$ cat config.mk
export PLATFORM = sky130hd
export DESIGN_NAME = cordic_polar_conv
export DESIGN_NICKNAME = d
export VERILOG_FILES = /design/src/rtl/cvp_pkg.sv /design/src/rtl/cvp_fold.sv /design/src/rtl/cvp_stage.sv /design/src/rtl/cvp_phase_sat.sv /design/src/rtl/cordic_polar_conv.sv
export SDC_FILE = /design/constraint.sdc
export NUM_CORES = 1
export LEC_CHECK = 0
export BUFFER_PORTS_ARGS = -buffer_cell sky130_fd_sc_hd__buf_2
export CELL_PAD_IN_SITES_DETAIL_PLACEMENT = 0
export CELL_PAD_IN_SITES_GLOBAL_PLACEMENT = 1
export CORE_MARGIN = 4
export CORE_UTILIZATION = 50
export CTS_CLUSTER_SIZE = 10
export DETAILED_ROUTE_END_ITERATION = 16
export GPL_TIMING_DRIVEN = 0
export PLACE_DENSITY = 0.82
export SKIP_CTS_REPAIR_TIMING = 1
export SLEW_MARGIN = 20
export SYNTH_ARGS = -nofsm -noshare
export SYNTH_HDL_FRONTEND = slang
export SYNTH_HIERARCHICAL = 1
export SYNTH_SLANG_ARGS = --single-unit
$ cat constraint.sdc
create_clock -name clk -period 9.8 [get_ports clk]
set_input_delay 1.47 -clock clk [delete_from_list [all_inputs] [get_ports clk]]
set_output_delay 1.47 -clock clk [all_outputs]
set_load 0.02 [all_outputs]
$ cat src/rtl/cvp_pkg.sv
package cvp_pkg;

  // Sign record carried beside each sample through the pipe
  typedef struct packed {
    logic neg_i;
    logic neg_q;
  } quad_flags_t;

  // Reciprocal of the vectoring gain (0.60725) in Q10, for the downstream normaliser
  localparam int unsigned GAIN_INV_Q10 = 622;

  // atan(2^-idx) in codes where a right angle is 256, rescaled to half_pi
  function automatic int atan_code(input int idx, input int half_pi);
    int base;
    case (idx)
      0:       base = 128;
      1:       base = 76;
      2:       base = 40;
      3:       base = 20;
      4:       base = 10;
      5:       base = 5;
      6:       base = 3;
      7:       base = 1;
      8:       base = 1;
      default: base = 0;
    endcase
    return (base * half_pi + 128) / 256;
  endfunction

endpackage

$ cat src/rtl/cvp_fold.sv
module cvp_fold #(
  parameter int IN_W = 8,
  parameter int DW   = 10,
  parameter int ZW   = 11
) (
  input  logic                    clk,
  input  logic                    rst_n,
  input  logic                    in_valid,
  input  logic [IN_W-1:0]         in_i,
  input  logic [IN_W-1:0]         in_q,
  output logic                    v_o,
  output logic signed [DW-1:0]    x_o,
  output logic signed [DW-1:0]    y_o,
  output logic signed [ZW-1:0]    z_o,
  output cvp_pkg::quad_flags_t    f_o
);
  localparam int EXT = DW - IN_W;

  logic signed [DW-1:0]  i_ext, q_ext, x_nx, y_nx;
  cvp_pkg::quad_flags_t  f_nx;

  // next-state: sign-extend, record signs, take magnitudes
  always_comb begin
    i_ext      = {{EXT{in_i[IN_W-1]}}, in_i};
    q_ext      = {{EXT{in_q[IN_W-1]}}, in_q};
    f_nx.neg_i = in_i[IN_W-1];
    f_nx.neg_q = in_q[IN_W-1];
    x_nx       = f_nx.neg_i ? -i_ext : i_ext;
    y_nx       = f_nx.neg_q ? -q_ext : q_ext;
  end

  always_ff @(posedge clk or negedge rst_n) begin
    if (!rst_n) begin
      v_o <= 1'b0;
    end else begin
      v_o <= in_valid;
    end
  end

  always_ff @(posedge clk or negedge rst_n) begin
    if (!rst_n) begin
      x_o <= '0;
      y_o <= '0;
      z_o <= '0;
      f_o <= '0;
    end else if (in_valid) begin
      x_o <= x_nx;
      y_o <= y_nx;
      z_o <= '0;
      f_o <= f_nx;
    end
  end
endmodule

$ cat src/rtl/cvp_stage.sv
module cvp_stage #(
  parameter int DW    = 10,
  parameter int ZW    = 11,
  parameter int IDX   = 0,
  parameter int ANGLE = 128
) (
  input  logic                    clk,
  input  logic                    rst_n,
  input  logic                    v_i,
  input  logic signed [DW-1:0]    x_i,
  input  logic signed [DW-1:0]    y_i,
  input  logic signed [ZW-1:0]    z_i,
  input  cvp_pkg::quad_flags_t    f_i,
  output logic                    v_o,
  output logic signed [DW-1:0]    x_o,
  output logic signed [DW-1:0]    y_o,
  output logic signed [ZW-1:0]    z_o,
  output cvp_pkg::quad_flags_t    f_o
);
  localparam logic signed [ZW-1:0] ANG = ZW'(ANGLE);

  logic                 y_neg;
  logic signed [DW-1:0] x_sh, y_sh, x_nx, y_nx;
  logic signed [ZW-1:0] z_nx;

  // next-state: one micro-rotation toward the x axis
  always_comb begin
    y_neg = y_i[DW-1];
    x_sh  = x_i >>> IDX;
    y_sh  = y_i >>> IDX;
    if (y_neg) begin
      x_nx = x_i - y_sh;
      y_nx = y_i + x_sh;
      z_nx = z_i - ANG;
    end else begin
      x_nx = x_i + y_sh;
      y_nx = y_i - x_sh;
      z_nx = z_i + ANG;
    end
  end

  always_ff @(posedge clk or negedge rst_n) begin
    if (!rst_n) begin
      v_o <= 1'b0;
    end else begin
      v_o <= v_i;
    end
  end

  always_ff @(posedge clk or negedge rst_n) begin
    if (!rst_n) begin
      x_o <= '0;
      y_o <= '0;
      z_o <= '0;
      f_o <= '0;
    end else if (v_i) begin
      x_o <= x_nx;
      y_o <= y_nx;
      z_o <= z_nx;
      f_o <= f_i;
    end
  end
endmodule

$ cat src/rtl/cvp_phase_sat.sv
module cvp_phase_sat #(
  parameter int ZW      = 11,
  parameter int PW      = 9,
  parameter int HALF_PI = 256
) (
  input  logic signed [ZW-1:0] z_i,
  output logic [PW-1:0]        ph_o
);
  localparam logic signed [ZW-1:0] HP = ZW'(HALF_PI);

  // residual error can push the angle a little past either end
  always_comb begin
    if (z_i[ZW-1]) begin
      ph_o = '0;
    end else if (z_i > HP) begin
      ph_o = PW'(HALF_PI);
    end else begin
      ph_o = z_i[PW-1:0];
    end
  end
endmodule

$ cat src/rtl/cordic_polar_conv.sv
module cordic_polar_conv #(
  parameter int IN_W   = 8,
  parameter int DW     = 10,
  parameter int N_ITER = 8
) (
  input  logic             clk,
  input  logic             rst_n,
  input  logic             in_valid,
  input  logic [IN_W-1:0]  in_i,
  input  logic [IN_W-1:0]  in_q,
  output logic             out_valid,
  output logic [DW-1:0]    out_mag,
  output logic [DW-2:0]    out_phase,
  output logic             out_i_neg,
  output logic             out_q_neg
);
  localparam int ZW      = DW + 1;
  localparam int PW      = DW - 1;
  localparam int HALF_PI = 2 ** (DW - 2);

  // reset: asserted asynchronously, released on the clock
  logic rst_m, rst_q;
  always_ff @(posedge clk or negedge rst_n) begin
    if (!rst_n) begin
      rst_m <= 1'b0;
      rst_q <= 1'b0;
    end else begin
      rst_m <= 1'b1;
      rst_q <= rst_m;
    end
  end

  logic                  v_p [N_ITER+1];
  logic signed [DW-1:0]  x_p [N_ITER+1];
  logic signed [DW-1:0]  y_p [N_ITER+1];
  logic signed [ZW-1:0]  z_p [N_ITER+1];
  cvp_pkg::quad_flags_t  f_p [N_ITER+1];

  cvp_fold #(.IN_W(IN_W), .DW(DW), .ZW(ZW)) u_fold (
    .clk(clk), .rst_n(rst_q), .in_valid(in_valid),
    .in_i(in_i), .in_q(in_q),
    .v_o(v_p[0]), .x_o(x_p[0]), .y_o(y_p[0]), .z_o(z_p[0]), .f_o(f_p[0])
  );

  for (genvar g = 0; g < N_ITER; g++) begin : g_iter
    cvp_stage #(
      .DW(DW), .ZW(ZW), .IDX(g),
      .ANGLE(cvp_pkg::atan_code(g, HALF_PI))
    ) u_stage (
      .clk(clk), .rst_n(rst_q),
      .v_i(v_p[g]),   .x_i(x_p[g]),   .y_i(y_p[g]),   .z_i(z_p[g]),   .f_i(f_p[g]),
      .v_o(v_p[g+1]), .x_o(x_p[g+1]), .y_o(y_p[g+1]), .z_o(z_p[g+1]), .f_o(f_p[g+1])
    );
  end

  cvp_phase_sat #(.ZW(ZW), .PW(PW), .HALF_PI(HALF_PI)) u_sat (
    .z_i(z_p[N_ITER]), .ph_o(out_phase)
  );

  assign out_valid = v_p[N_ITER];
  assign out_mag   = x_p[N_ITER];
  assign out_i_neg = f_p[N_ITER].neg_i;
  assign out_q_neg = f_p[N_ITER].neg_q;

  // y of the last stage is the residual and is not needed downstream
  logic unused_y;
  assign unused_y = ^y_p[N_ITER];
endmodule

-- Word-level counts from Yosys, hierarchy flattened
Index checks and enable logic that the tools add are counted.
W data, S select, Z words.
- flip-flop bits (word level): 287
- input port bits: 19
- output and inout port bits: 22
- word-level logic and storage cells: 127
- add/subtract/negate cells: 45
- $lt $le $gt $ge: 1
- multiplexer cells: 27
- operators by type and width (kind ; number):
    $mux W10 ; 17
    $mux W11 ; 8
    $add A10 B4 Y10 ; 2
    $add A10 B5 Y10 ; 2
    $add A10 B6 Y10 ; 2
    $add A10 B7 Y10 ; 2
    $add A10 B8 Y10 ; 2
    $add A10 B9 Y10 ; 2
    $neg A8 Y10 ; 2
    $sub A10 B10 Y10 ; 2
    $sub A10 B4 Y10 ; 2
    $sub A10 B5 Y10 ; 2
    $sub A10 B6 Y10 ; 2
    $sub A10 B7 Y10 ; 2
    $sub A10 B8 Y10 ; 2
    $sub A10 B9 Y10 ; 2
    $mux W9 ; 2
    $add A11 B2 Y11 const B ; 1
    $add A11 B3 Y11 const B ; 1
    $add A11 B4 Y11 const B ; 1
    $add A11 B5 Y11 const B ; 1
    $add A11 B6 Y11 const B ; 1
    $add A11 B7 Y11 const B ; 1
    $add A11 B8 Y11 const B ; 1
    other kinds (11) ; 11

-- Logic depth before layout (Yosys ltp)
Gate-level depths: netlist of the first run.
- depth after elaboration: 3
- depth in mapped cells: 12
- gate-level depth less buffers: 12

-- By module
The synthesis of the first run kept the hierarchy.
- modules (own cells, without submodules) (module ; times used ; cells an instance ; area an instance (µm²) ; sequential area each (µm²)):
    cvp_stage (g_iter[1].u_stage) ; 1 ; 293 ; 2721.4 ; 850.8
    cvp_stage (g_iter[0].u_stage) ; 1 ; 306 ; 2713.9 ; 825.8
    cvp_stage (g_iter[5].u_stage) ; 1 ; 287 ; 2687.6 ; 850.8
    cvp_stage (g_iter[6].u_stage) ; 1 ; 275 ; 2651.3 ; 850.8
    cvp_stage (g_iter[7].u_stage) ; 1 ; 285 ; 2648.8 ; 850.8
    cvp_stage (g_iter[3].u_stage) ; 1 ; 276 ; 2595.0 ; 850.8
    cvp_stage (g_iter[4].u_stage) ; 1 ; 269 ; 2595.0 ; 850.8
    cvp_stage (g_iter[2].u_stage) ; 1 ; 263 ; 2593.7 ; 850.8
    cvp_fold ; 1 ; 129 ; 1267.5 ; 575.6
    cvp_phase_sat ; 1 ; 12 ; 166.4 ; 0.0
    cordic_polar_conv ; 1 ; 3 ; 53.8 ; 50.0

-- Worst setup path after synthesis of the first run
OpenSTA, ideal clock, no wires.
- path kind: flip-flop to flip-flop
- from: register g_iter[4].u_stage.y_o[9]
- to: register g_iter[5].u_stage.y_o[6]
- data arrival time: 2.680 ns
- data required time: 9.680 ns
- path slack: 7.001 ns
- stages on the path, launching flop included: 9
- period minus slack after synthesis: 2.799 ns
- path through: dfrtp_1 -> clkbuf_1 -> mux2_2 -> fa_1 -> a21oi_1 -> o21ai_1 -> o21a_1 -> or3_1 -> a31o_1
- longest elaborated chain between the ends: 1
- RTL lines (what ; line ; RTL):
    start, declared ; cvp_stage.sv:16 ; output logic signed [DW-1:0] y_o,
    start signal, assigned ; cvp_stage.sv:58 ; y_o <= y_nx;
    $mux W10 ; cvp_stage.sv:31 ; if (y_neg) begin
    end signal, assigned ; cvp_stage.sv:58 ;
    end, declared ; cvp_stage.sv:16 ;
No other way between the ends.
A chain may end at the register's enable or synchronous reset.

-- Final worst setup path of the first run
Same ends and word-level chain as after synthesis.

==> metrics.md, run 1 <==
| Metric | Value |
|---|---|
| Max Transition Viols Final | `0` |
| Fmax | `312 MHz` |
| Max-Slew Margin vs Limit | `0.506` |
| Global-route wire length before repair | `88700 um` |
| DRT iter0 DRCs | `about 1000` |
| N_diodes | `0` |
| CP arrival | `3.63 ns` |
| CTS max path bufs | `3` |
| Final hold viol count | `0` |
| Synthesized area per cell | `between 9 and 10 um^2` |
| Fillers | `~3800` |
| Max FO, Critical Path | `13` |
| H-tree lvl count | `2` |
| Initial antenna violation count | `0` |
| Final instance area | `between 20000 and 25000 um^2` |
| Final core occ | `0.560` |
| Die W | `215 um` |
| TritonCTS buffer count | `36` |
| Starting Density | `0.510` |
| Die area | `~46000 um^2` |
| Root Buffer | `clkbuf_16` |
| Clock net sink count | `279` |
| Pre-antenna DRT Iters | `5` |
| Die height | `215 um` |
| Setup Skew | `0.0199 ns` |
| Number of routed nets with antenna violations | `0` |
| Total global routing overflow | `0` |
| Clk Latency, worst-skew pair | `0.54 ns` |
| DP Wirelength | `41800 um` |
| RSZ-0062 raised after global routing | `no` |
| Post-synth design cell area | `approximately 22000 um^2` |
| CP top delay family | `compound AO/OA/AOI/OAI gates` |
| GRT Util Overall | `0.230` |
| Max incr delay on CP | `0.70 ns` |
| Area after DPL | `22600 um^2` |
| GPL Wtd Cong | `0.867` |
| Residual DRC | `0` |
| Slowest CP cell | `dfrtp_1` |
| DRT Wirelength | `around 53000 um` |
| Cells after synthesis | `2279` |
| Largest net degree at the start of global routing | `59` |
| Final setup fails | `0` |
| HP Class | `reg2async` |
| Detailed-route via count | `17200` |
| Total I/O pin count | `41` |
| Max-Cap Viols | `0` |
| Reg clk slew, reported paths | `0.05 ns` |
| Wire per inst | `~18 um` |
| Row count | `75` |
| Area delta synth->final | `9.90%` |
| CTS tree | `built` |
| Core Area | `42200 um^2` |
| Fin crit share | `0.327` |
| # port buffers | `39` |
| Yosys Warn Count | `6` |
| Crit path buf inv count | `1` |
| CP cell instances | `clkbuf_1, mux2_2, fa_1, a21oi_1, o21ai_1, o21a_1, or3_1, a31o_1` |
| Outcome | `complete, no violations` |
| Final nets | `2633` |
| Critical path capture point type | `flop` |
| Worst Path Required | `10.22 ns` |
| Slew @ Worst Pin | `about 0.74 ns` |
| Kind of critical path | `reg2reg` |
| Startpoint types | `flop` |
| Vias in the first global route | `16800` |
| Vias/cell | `5.86` |
| Share of cells above drive strength 1 | `0.128` |
| Minimum clock period | `between 3 and 4 ns` |
-- path summary, 6_finish.rpt --
check / end / from / depth (start not counted) / slack [ns]
max in group asynchronous: u_fold/y_o[1] / rst_q / 2 / 8.46
max: g_iter[5].u_stage/y_o[6] / g_iter[4].u_stage/y_o[9] / 8 / 6.59
min in group clk: rst_q / rst_m / 0 / 0.36
min reg2reg: g_iter[7].u_stage/x_o[2] / rst_q / 0 / 0.36
max reg2reg: g_iter[5].u_stage/y_o[6] / g_iter[4].u_stage/y_o[9] / 8 / 6.59
min: g_iter[7].u_stage/x_o[2] / rst_q / 0 / 0.36
-- per-layer routing --
metal,part of all wire,track usage,up-vias
li1,-,-,8445
met1,0.49,0.332,8350
met2,0.45,0.367,288
met3,0.040,0.0315,67
met4,0.022,0.0584,0
met5,0,0,-
-- through the flow --
step	setup WS (ns)	hold slack, ns	TNS [ns]	instances
floorplan	1.45	0.331	0	2289
global placement	-1.63	0.336	-443.41	2867
detailed placement	6.60	0.342	0	2872
CTS	6.59	0.364	0	2929
global route	6.42	0.384	0	2929
finish	6.59	0.356	0	2929
-- placed cells by master (no fill, tap or decap), types with 68 or more instances in the layout --
| cell | instances |
|---|---|
| nor3_1 | 68 |
| nor2_1 | 156 |
| xnor2_1 | 110 |
| ha_1 | 219 |
| mux2_2 | 125 |
| a21oi_1 | 151 |
| nand2_1 | 150 |
| inv_1 | 143 |
| o21ai_0 | 103 |
| dfrtp_1 | 278 |
-- flip-flops by register name, indices dropped and copies added (netlist names) --
| register | flops |
|---|---|
| g_iter.u_stage/y_o | 62 |
| g_iter.u_stage/z_o | 88 |
| rst_m | 1 |
| g_iter.u_stage/v_o | 8 |
| rst_q | 1 |
| g_iter.u_stage/x_o | 80 |
| u_fold/y_o | 10 |
| u_fold/x_o | 10 |
| u_fold/f_o | 2 |
| u_fold/v_o | 1 |
| g_iter.u_stage/f_o | 16 |
-- final cells by class --
type / instances / area, um^2 / area share
clock buffer: 53 / 1040 / 0.0439
tap: 539 / 674 / 0.0285
sequential: 279 / 6990 / 0.295
clock inverter: 4 / 60.1 / 0.00254
timing repair buffer: 44 / 318 / 0.0134
buffer: 89 / 457 / 0.0193
multi-input combinational: 1773 / 13600 / 0.574
inverter: 148 / 556 / 0.0235
-- worst reg2reg max path, delay by kind of cell (launching register included) --
kind / cells / cell delay [ns]
AO/OA/AOI/OAI: 4 / 0.81
flip-flops: 1 / 0.70
multiplexers: 1 / 0.43
adder cells (fa/ha/maj): 1 / 0.43
buffers and inverters: 1 / 0.42
AND/OR/NAND/NOR: 1 / 0.30
Power of run 1 is not shown: default switching activity piles up to over one toggle a cycle in this logic, so the estimate is an artifact.
==> run 2, diff against run 1 <==
--- a/config.mk
+++ b/config.mk
@@ -5,15 +5,16 @@
 export SDC_FILE = /design/constraint.sdc
 export NUM_CORES = 1
 export LEC_CHECK = 0
+export ABC_AREA = 1
 export BUFFER_PORTS_ARGS = -buffer_cell sky130_fd_sc_hd__buf_2
 export CELL_PAD_IN_SITES_DETAIL_PLACEMENT = 0
 export CELL_PAD_IN_SITES_GLOBAL_PLACEMENT = 1
 export CORE_MARGIN = 4
-export CORE_UTILIZATION = 50
+export CORE_UTILIZATION = 48
 export CTS_CLUSTER_SIZE = 10
 export DETAILED_ROUTE_END_ITERATION = 16
 export GPL_TIMING_DRIVEN = 0
-export PLACE_DENSITY = 0.82
+export PLACE_DENSITY = 0.84
 export SKIP_CTS_REPAIR_TIMING = 1
 export SLEW_MARGIN = 20
 export SYNTH_ARGS = -nofsm -noshare
==> constraint.sdc (replaced) <==
create_clock -name clk -period 2.99 [get_ports clk]
set_input_delay 0.4485 -clock clk [delete_from_list [all_inputs] [get_ports clk]]
set_output_delay 0.4485 -clock clk [all_outputs]
set_load 0.02 [all_outputs]
==> run 2 against run 1 <==
Compared with the run above: cell count grew 38%; first-iteration DRC count grew 26%; die area grew 11%; synthesized cell count grew 46%.
==> metrics.md, run 2 <==
| Metric | Value |
|---|---|
| Residual DRC | `0 (unchanged)` |
| Row count | `80 (was 75)` |
| Internal | `16.3 mW` |
| Most flop-heavy register | `g_iter.u_stage/z_o (unchanged)` |
| Cells after synthesis | `3322 (was 2279)` |
| Synthesized area per cell | `6.95 um^2 (was 9.44 um^2)` |
| Reg clk slew, reported paths | `0.05 ns (about the same)` |
| Number of routed nets with antenna violations | `0 (unchanged)` |
| GPL Wtd Cong | `0.876 (was 0.867)` |
| Final setup fails | `0 (unchanged)` |
| Outcome | `complete, no violations (unchanged)` |
| Reg power frac | `0.210` |
| Post-route total power | `33.0 mW` |
| Share of cells above drive strength 1 | `0.0824 (was 0.128)` |
| H-tree lvl count | `2 (unchanged)` |
| TritonCTS buffer count | `36 (unchanged)` |
| DRT Wirelength | `57300 um (was 53300 um)` |
| Vias/cell | `5.11 (was 5.86)` |
| R2r setup slk | `0.31 ns (was 6.59 ns)` |
| Detailed-route via count | `20700 (was 17200)` |
| Clk Latency, worst-skew pair | `0.54 ns (about the same)` |
| Logic gate share of total power | `0.669` |
| Peak VDD IR | `0.433 mV` |
| Most frequent cells in the layout | `1218 x nand2_1, 359 x inv_1, 278 x dfrtp_1 (was 278 x dfrtp_1, 219 x ha_1, 156 x nor2_1)` |
| Final core occ | `0.531 (was 0.560)` |
| Largest net degree at the start of global routing | `58 (was 59)` |
| Max Transition Viols Final | `0 (unchanged)` |
| Final instance area | `25300 um^2 (was 23700 um^2)` |
| Setup Skew | `0.0173 ns (was 0.0199 ns)` |
| Hold WS | `0.0811 ns (was 0.356 ns)` |
| Root Buffer | `clkbuf_16 (unchanged)` |
| Yosys Warn Count | `6 (unchanged)` |
| Max FO, Critical Path | `12 (was 13)` |
| Worst hold path startpoint | `in_valid` |
| Starting Density | `0.484 (was 0.510)` |
| RSZ-0062 raised after global routing | `no (unchanged)` |
| Post-route setup TNS | `0 ns (unchanged)` |
| HP Class | `in2reg (was reg2async)` |
| Final nets | `3678 (was 2633)` |
| Total I/O pin count | `41 (unchanged)` |
| Area delta synth->final | `9.65% (was 9.90%)` |
| Critical Path Source | `g_iter[5].u_stage/y_o[9] (was g_iter[4].u_stage/y_o[9])` |
| Area after DPL | `24200 um^2 (was 22600 um^2)` |
| Die W | `227 um (was 215 um)` |
| Worst reg2reg startpoint | `g_iter[5].u_stage/y_o[9] (was g_iter[4].u_stage/y_o[9])` |
| DP Wirelength | `46200 um (was 41800 um)` |
| Worst Path Required | `3.41 ns (was 10.22 ns)` |
| Max-Slew Margin vs Limit | `0.569 (was 0.506)` |
| Cell depth of the worst flop-to-flop path | `12 (was 8)` |
| Wire per inst | `14.1 um (was 18.2 um)` |
| Leakage | `13.9 nW` |
| GRT Util Overall | `0.226 (was 0.230)` |
| Global-route wire length before repair | `97600 um (was 88700 um)` |
| Placed Cells | `3992 (was 2872)` |
| Total global routing overflow | `0 (unchanged)` |
| Die height | `227 um (was 215 um)` |
| Fin cells | `4049 (was 2929)` |
| Fmax | `373 MHz (was 312 MHz)` |
| Minimum clock period | `2.68 ns (was 3.21 ns)` |
| CTS tree | `built (unchanged)` |
| Vias in the first global route | `20000 (was 16800)` |
| Fillers | `4779 (was 3815)` |
| Max reg flops | `88 (unchanged)` |
| Leading registers by flop count | `g_iter.u_stage/z_o x88, g_iter.u_stage/x_o x80, g_iter.u_stage/y_o x62 (unchanged)` |
| Worst hold stages | `1` |
| # port buffers | `40 (was 39)` |
| Core Area | `47600 um^2 (was 42200 um^2)` |
| Critical path capture point type | `flop (unchanged)` |
| N_diodes | `0 (unchanged)` |
| Final hold viol count | `0 (unchanged)` |
| P_sw | `16.7 mW` |
| Startpoint types | `flop (unchanged)` |
| Die area | `51700 um^2 (was 46400 um^2)` |
| Worst setup margin | `0.307 ns (was 6.59 ns)` |
| Clock power frac | `0.121` |
| DRT iter0 DRCs | `1318 (was 1045)` |
| Pre-antenna DRT Iters | `6 (was 5)` |
| Worst slack, placed | `0.254 ns (was 6.60 ns)` |
| Sw frac | `0.507` |
| Fin crit share | `0.897 (was 0.327)` |
| CP arrival | `3.11 ns (was 3.63 ns)` |
| Slew @ Worst Pin | `0.647 ns (was 0.741 ns)` |
| Power Density | `between 1000 and 1500 nW/um^2` |
| Clock net sink count | `279 (unchanged)` |
| Commonest non-fill, non-tap cell in the layout | `nand2_1 (was dfrtp_1)` |
| Post-synth design cell area | `23100 um^2 (was 21500 um^2)` |
| Initial antenna violation count | `0 (unchanged)` |
| Max-Cap Viols | `0 (unchanged)` |
| Kind of critical path | `reg2reg (unchanged)` |
| CTS max path bufs | `3 (unchanged)` |
-- run 2: worst max-delay path: stages (launching register included) --
cell,delay (ns)
dfrtp_1,0.69
clkinvlp_4,0.39
nor2_1,0.28
inv_1,0.08
nand2_1,0.06
inv_1,0.06
ha_1,0.31
a21oi_1,0.22
nand2_1,0.08
nand2_1,0.08
nand4_1,0.08
nand3_1,0.17
nand2_1,0.07
-- run 2: area by class of cell --
type	instances	area (um^2)	share of cell area
multi-input combinational	2583	14100	0.557
sequential	279	6990	0.276
inverter	379	1440	0.0568
clock buffer	50	1020	0.0405
tap	615	769	0.0304
buffer	91	603	0.0238
timing repair buffer	46	348	0.0137
clock inverter	6	40.0	0.00158
-- run 2: power groups by stage --
stage | Clock (mW) | Sequential, mW | Combinational [mW]
floorplan | 0 | 6.47 | 17.5
global route | 4.29 | 7.14 | 25.4
CTS | 4.13 | 6.93 | 22.2
global placement | 0 | 7.01 | 21.5
finish | 4.00 | 6.94 | 22.1
detailed placement | 0 | 6.97 | 22.1
-- run 2: worst paths after layout --
check                                            to
hold / removal                           u_fold/v_o
setup / recovery           g_iter[6].u_stage/y_o[9]
hold reg to reg            g_iter[3].u_stage/x_o[5]
min in group asynchronous                     rst_q
setup reg to reg           g_iter[6].u_stage/y_o[9]
max in group asynchronous             u_fold/y_o[5]
-- run 2: layer usage --
layer / GRT usage / part of all wire / up-vias
met5: 0 / 0 / -
met4: 0.0509 / 0.017 / 0
met3: 0.0248 / 0.027 / 67
met2: 0.391 / 0.48 / 240
met1: 0.306 / 0.48 / 9635
li1: - / - / 10800
Power figures use the tool's default switching activity.
==> run 3, diff against run 2 <==
--- a/config.mk
+++ b/config.mk
@@ -10,11 +10,11 @@
 export CELL_PAD_IN_SITES_DETAIL_PLACEMENT = 0
 export CELL_PAD_IN_SITES_GLOBAL_PLACEMENT = 1
 export CORE_MARGIN = 4
-export CORE_UTILIZATION = 48
+export CORE_UTILIZATION = 50
 export CTS_CLUSTER_SIZE = 10
 export DETAILED_ROUTE_END_ITERATION = 16
 export GPL_TIMING_DRIVEN = 0
-export PLACE_DENSITY = 0.84
+export PLACE_DENSITY = 0.87
 export SKIP_CTS_REPAIR_TIMING = 1
 export SLEW_MARGIN = 20
 export SYNTH_ARGS = -nofsm -noshare
==> constraint.sdc (replaced) <==
create_clock -name clk -period 3.2 [get_ports clk]
set_input_delay 0.48 -clock clk [delete_from_list [all_inputs] [get_ports clk]]
set_output_delay 0.48 -clock clk [all_outputs]
set_load 0.02 [all_outputs]
==> run 3 against run 2 <==
Compared with the run above: worst hold slack improved by 0.023 ns; clock skew increased by 0.0043 ns; die area decreased by 3.9%; first-iteration DRC count decreased by 2.3%; non-clock buffer count unchanged; setup slack improved by 0.14 ns; critical path type unchanged.
==> metrics.md, run 3 (synthesized netlist as in run 2, its figures left out) <==
| Metric | Value |
|---|---|
| Multi-input logic area | `14100 um^2 (unchanged)` |
| # port buffers | `40 (unchanged)` |
| Max-Cap Viols | `0 (unchanged)` |
| Die height | `223 um (was 227 um)` |
| Peak VDD IR | `0.736 mV (was 0.433 mV)` |
| DP Wirelength | `45300 um (was 46200 um)` |
| Clk Latency, worst-skew pair | `0.55 ns (was 0.54 ns)` |
| Fin crit share | `0.861 (was 0.897)` |
| Clock net sink count | `279 (unchanged)` |
| Placed Cells | `3977 (was 3992)` |
| GRT Util Overall | `0.225 (was 0.226)` |
| Pre-antenna DRT Iters | `8 (was 6)` |
| Wire per inst | `14.0 um (was 14.1 um)` |
| Core Area | `45500 um^2 (was 47600 um^2)` |
| Max Transition Viols Final | `0 (unchanged)` |
| Worst setup margin | `0.446 ns (was 0.307 ns)` |
| Final hold viol count | `0 (unchanged)` |
| Max FO, Critical Path | `12 (unchanged)` |
| GPL Wtd Cong | `0.908 (was 0.876)` |
| Most flop-heavy register | `g_iter.u_stage/z_o (unchanged)` |
| H-tree lvl count | `2 (unchanged)` |
| Global-route wire length before repair | `95400 um (was 97600 um)` |
| Commonest non-fill, non-tap cell in the layout | `nand2_1 (unchanged)` |
| Vias/cell | `5.15 (was 5.11)` |
| Fillers | `4499 (was 4779)` |
| Logic gate share of total power | `0.668 (was 0.669)` |
| Leading registers by flop count | `g_iter.u_stage/z_o x88, g_iter.u_stage/x_o x80, g_iter.u_stage/y_o x62 (unchanged)` |
| Outcome | `complete, no violations (unchanged)` |
| Clock power frac | `0.123 (was 0.121)` |
| Post-route total power | `30.9 mW (was 33.0 mW)` |
| Share of cells above drive strength 1 | `0.0822 (was 0.0824)` |
| Startpoint types | `flop (unchanged)` |
| Slew @ Worst Pin | `0.588 ns (was 0.647 ns)` |
| Max-Slew Margin vs Limit | `0.608 (was 0.569)` |
| Die W | `223 um (was 227 um)` |
| Vias in the first global route | `19700 (was 20000)` |
| Most frequent cells in the layout | `1218 x nand2_1, 359 x inv_1, 278 x dfrtp_1 (unchanged)` |
| N_diodes | `0 (unchanged)` |
| Kind of critical path | `reg2reg (unchanged)` |
| Post-route setup TNS | `0 ns (unchanged)` |
| Total global routing overflow | `0 (unchanged)` |
| DRT Wirelength | `56400 um (was 57300 um)` |
| Internal | `15.3 mW (was 16.3 mW)` |
| Die area | `49700 um^2 (was 51700 um^2)` |
| Area delta synth->final | `9.54% (was 9.65%)` |
| CTS max path bufs | `3 (unchanged)` |
| Sw frac | `0.506 (was 0.507)` |
| Leakage | `13.9 nW (about the same)` |
| HP Class | `in2reg (unchanged)` |
| R2r setup slk | `0.45 ns (was 0.31 ns)` |
| Final setup fails | `0 (unchanged)` |
| Row count | `78 (was 80)` |
| Minimum clock period | `2.75 ns (was 2.68 ns)` |
| Largest net degree at the start of global routing | `59 (was 58)` |
| Fin cells | `4031 (was 4049)` |
| TritonCTS buffer count | `36 (unchanged)` |
| Critical path capture point type | `flop (unchanged)` |
| Reg clk slew, reported paths | `0.05 ns (about the same)` |
| RSZ-0062 raised after global routing | `no (unchanged)` |
| Fmax | `363 MHz (was 373 MHz)` |
| Power Density | `1220 nW/um^2 (was 1300 nW/um^2)` |
| DRT iter0 DRCs | `1288 (was 1318)` |
| Max reg flops | `88 (unchanged)` |
| Total I/O pin count | `41 (unchanged)` |
| Residual DRC | `0 (unchanged)` |
| Final nets | `3678 (unchanged)` |
| Hold WS | `0.104 ns (was 0.0811 ns)` |
| Total area of sequential cells | `6990 um^2 (unchanged)` |
| P_sw | `15.6 mW (was 16.7 mW)` |
| Setup Skew | `0.0216 ns (was 0.0173 ns)` |
| Root Buffer | `clkbuf_16 (unchanged)` |
| Detailed-route via count | `20700 (about the same)` |
| Initial antenna violation count | `0 (unchanged)` |
| Worst Path Required | `3.62 ns (was 3.41 ns)` |
| CTS tree | `built (unchanged)` |
| Worst slack, placed | `0.457 ns (was 0.254 ns)` |
| Number of routed nets with antenna violations | `0 (unchanged)` |
| Reg power frac | `0.209 (was 0.210)` |
| Starting Density | `0.508 (was 0.484)` |
| CP arrival | `3.18 ns (was 3.11 ns)` |
==> run 3: cell types whose count changed in the layout (fill, tap and decap cells not counted), sizes merged <==
cell and delta:
clkinv +1, clkinvlp -1, clkbuf -4, bufinv +1
==> run 3: worst max-delay path, stage by stage, from the launching register on <==
cell,delay (ns)
dfrtp_1,0.65
clkinv_1,0.43
nor2_1,0.32
inv_1,0.09
nand2_1,0.06
inv_1,0.06
ha_1,0.32
nand2_2,0.08
nor2_1,0.15
nand3_1,0.13
nand3_1,0.10
nand2_1,0.05
nand3_1,0.11
nand2_1,0.08
==> run 3: final timing paths <==
path,startpoint,end,cells after the start
worst max-delay path,g_iter[5].u_stage/y_o[9],g_iter[6].u_stage/y_o[9],13
min in group asynchronous,rst_n,rst_q,2
worst min register to register,rst_q,g_iter[3].u_stage/y_o[5],0
worst max register to register,g_iter[5].u_stage/y_o[9],g_iter[6].u_stage/y_o[9],13
worst min-delay path,in_valid,u_fold/v_o,1
max in group asynchronous,rst_q,u_fold/x_o[9],3
==> run 3: through the flow <==
| step | cell area (um^2) | util |
|---|---|---|
| final | 25300 | 0.556 |
| after global routing | 25300 | 0.556 |
| after CTS | 25300 | 0.556 |
| after detailed placement | 24200 | 0.532 |
| after global placement | 24100 | 0.529 |
| after floorplan | 23100 | - |
==> run 3: power by group through the flow <==
stage	clock network [mW]	registers (mW)	logic, mW
after floorplan	0	6.05	16.4
after global placement	0	6.54	20.1
after detailed placement	0	6.51	20.5
after CTS	3.92	6.48	20.7
after global routing	4.07	6.65	23.7
final	3.79	6.46	20.6
==> run 3: routing by layer <==
metal / up-vias / track usage / wire (um)
li1: 10800 / - / -
met1: 9636 / 0.305 / 26900
met2: 275 / 0.390 / 26900
met3: 61 / 0.0272 / 1610
met4: 0 / 0.0471 / 926
met5: - / 0 / 0
==> run 3: layout make-up <==
| cell class | instances | share of cell area |
|---|---|---|
| clock inverter | 7 | 0.00277 |
| tap | 600 | 0.0297 |
| inverter | 379 | 0.0568 |
| buffer | 91 | 0.0239 |
| multi-input combinational | 2583 | 0.558 |
| timing repair buffer | 46 | 0.0135 |
| sequential | 279 | 0.276 |
| clock buffer | 46 | 0.0395 |
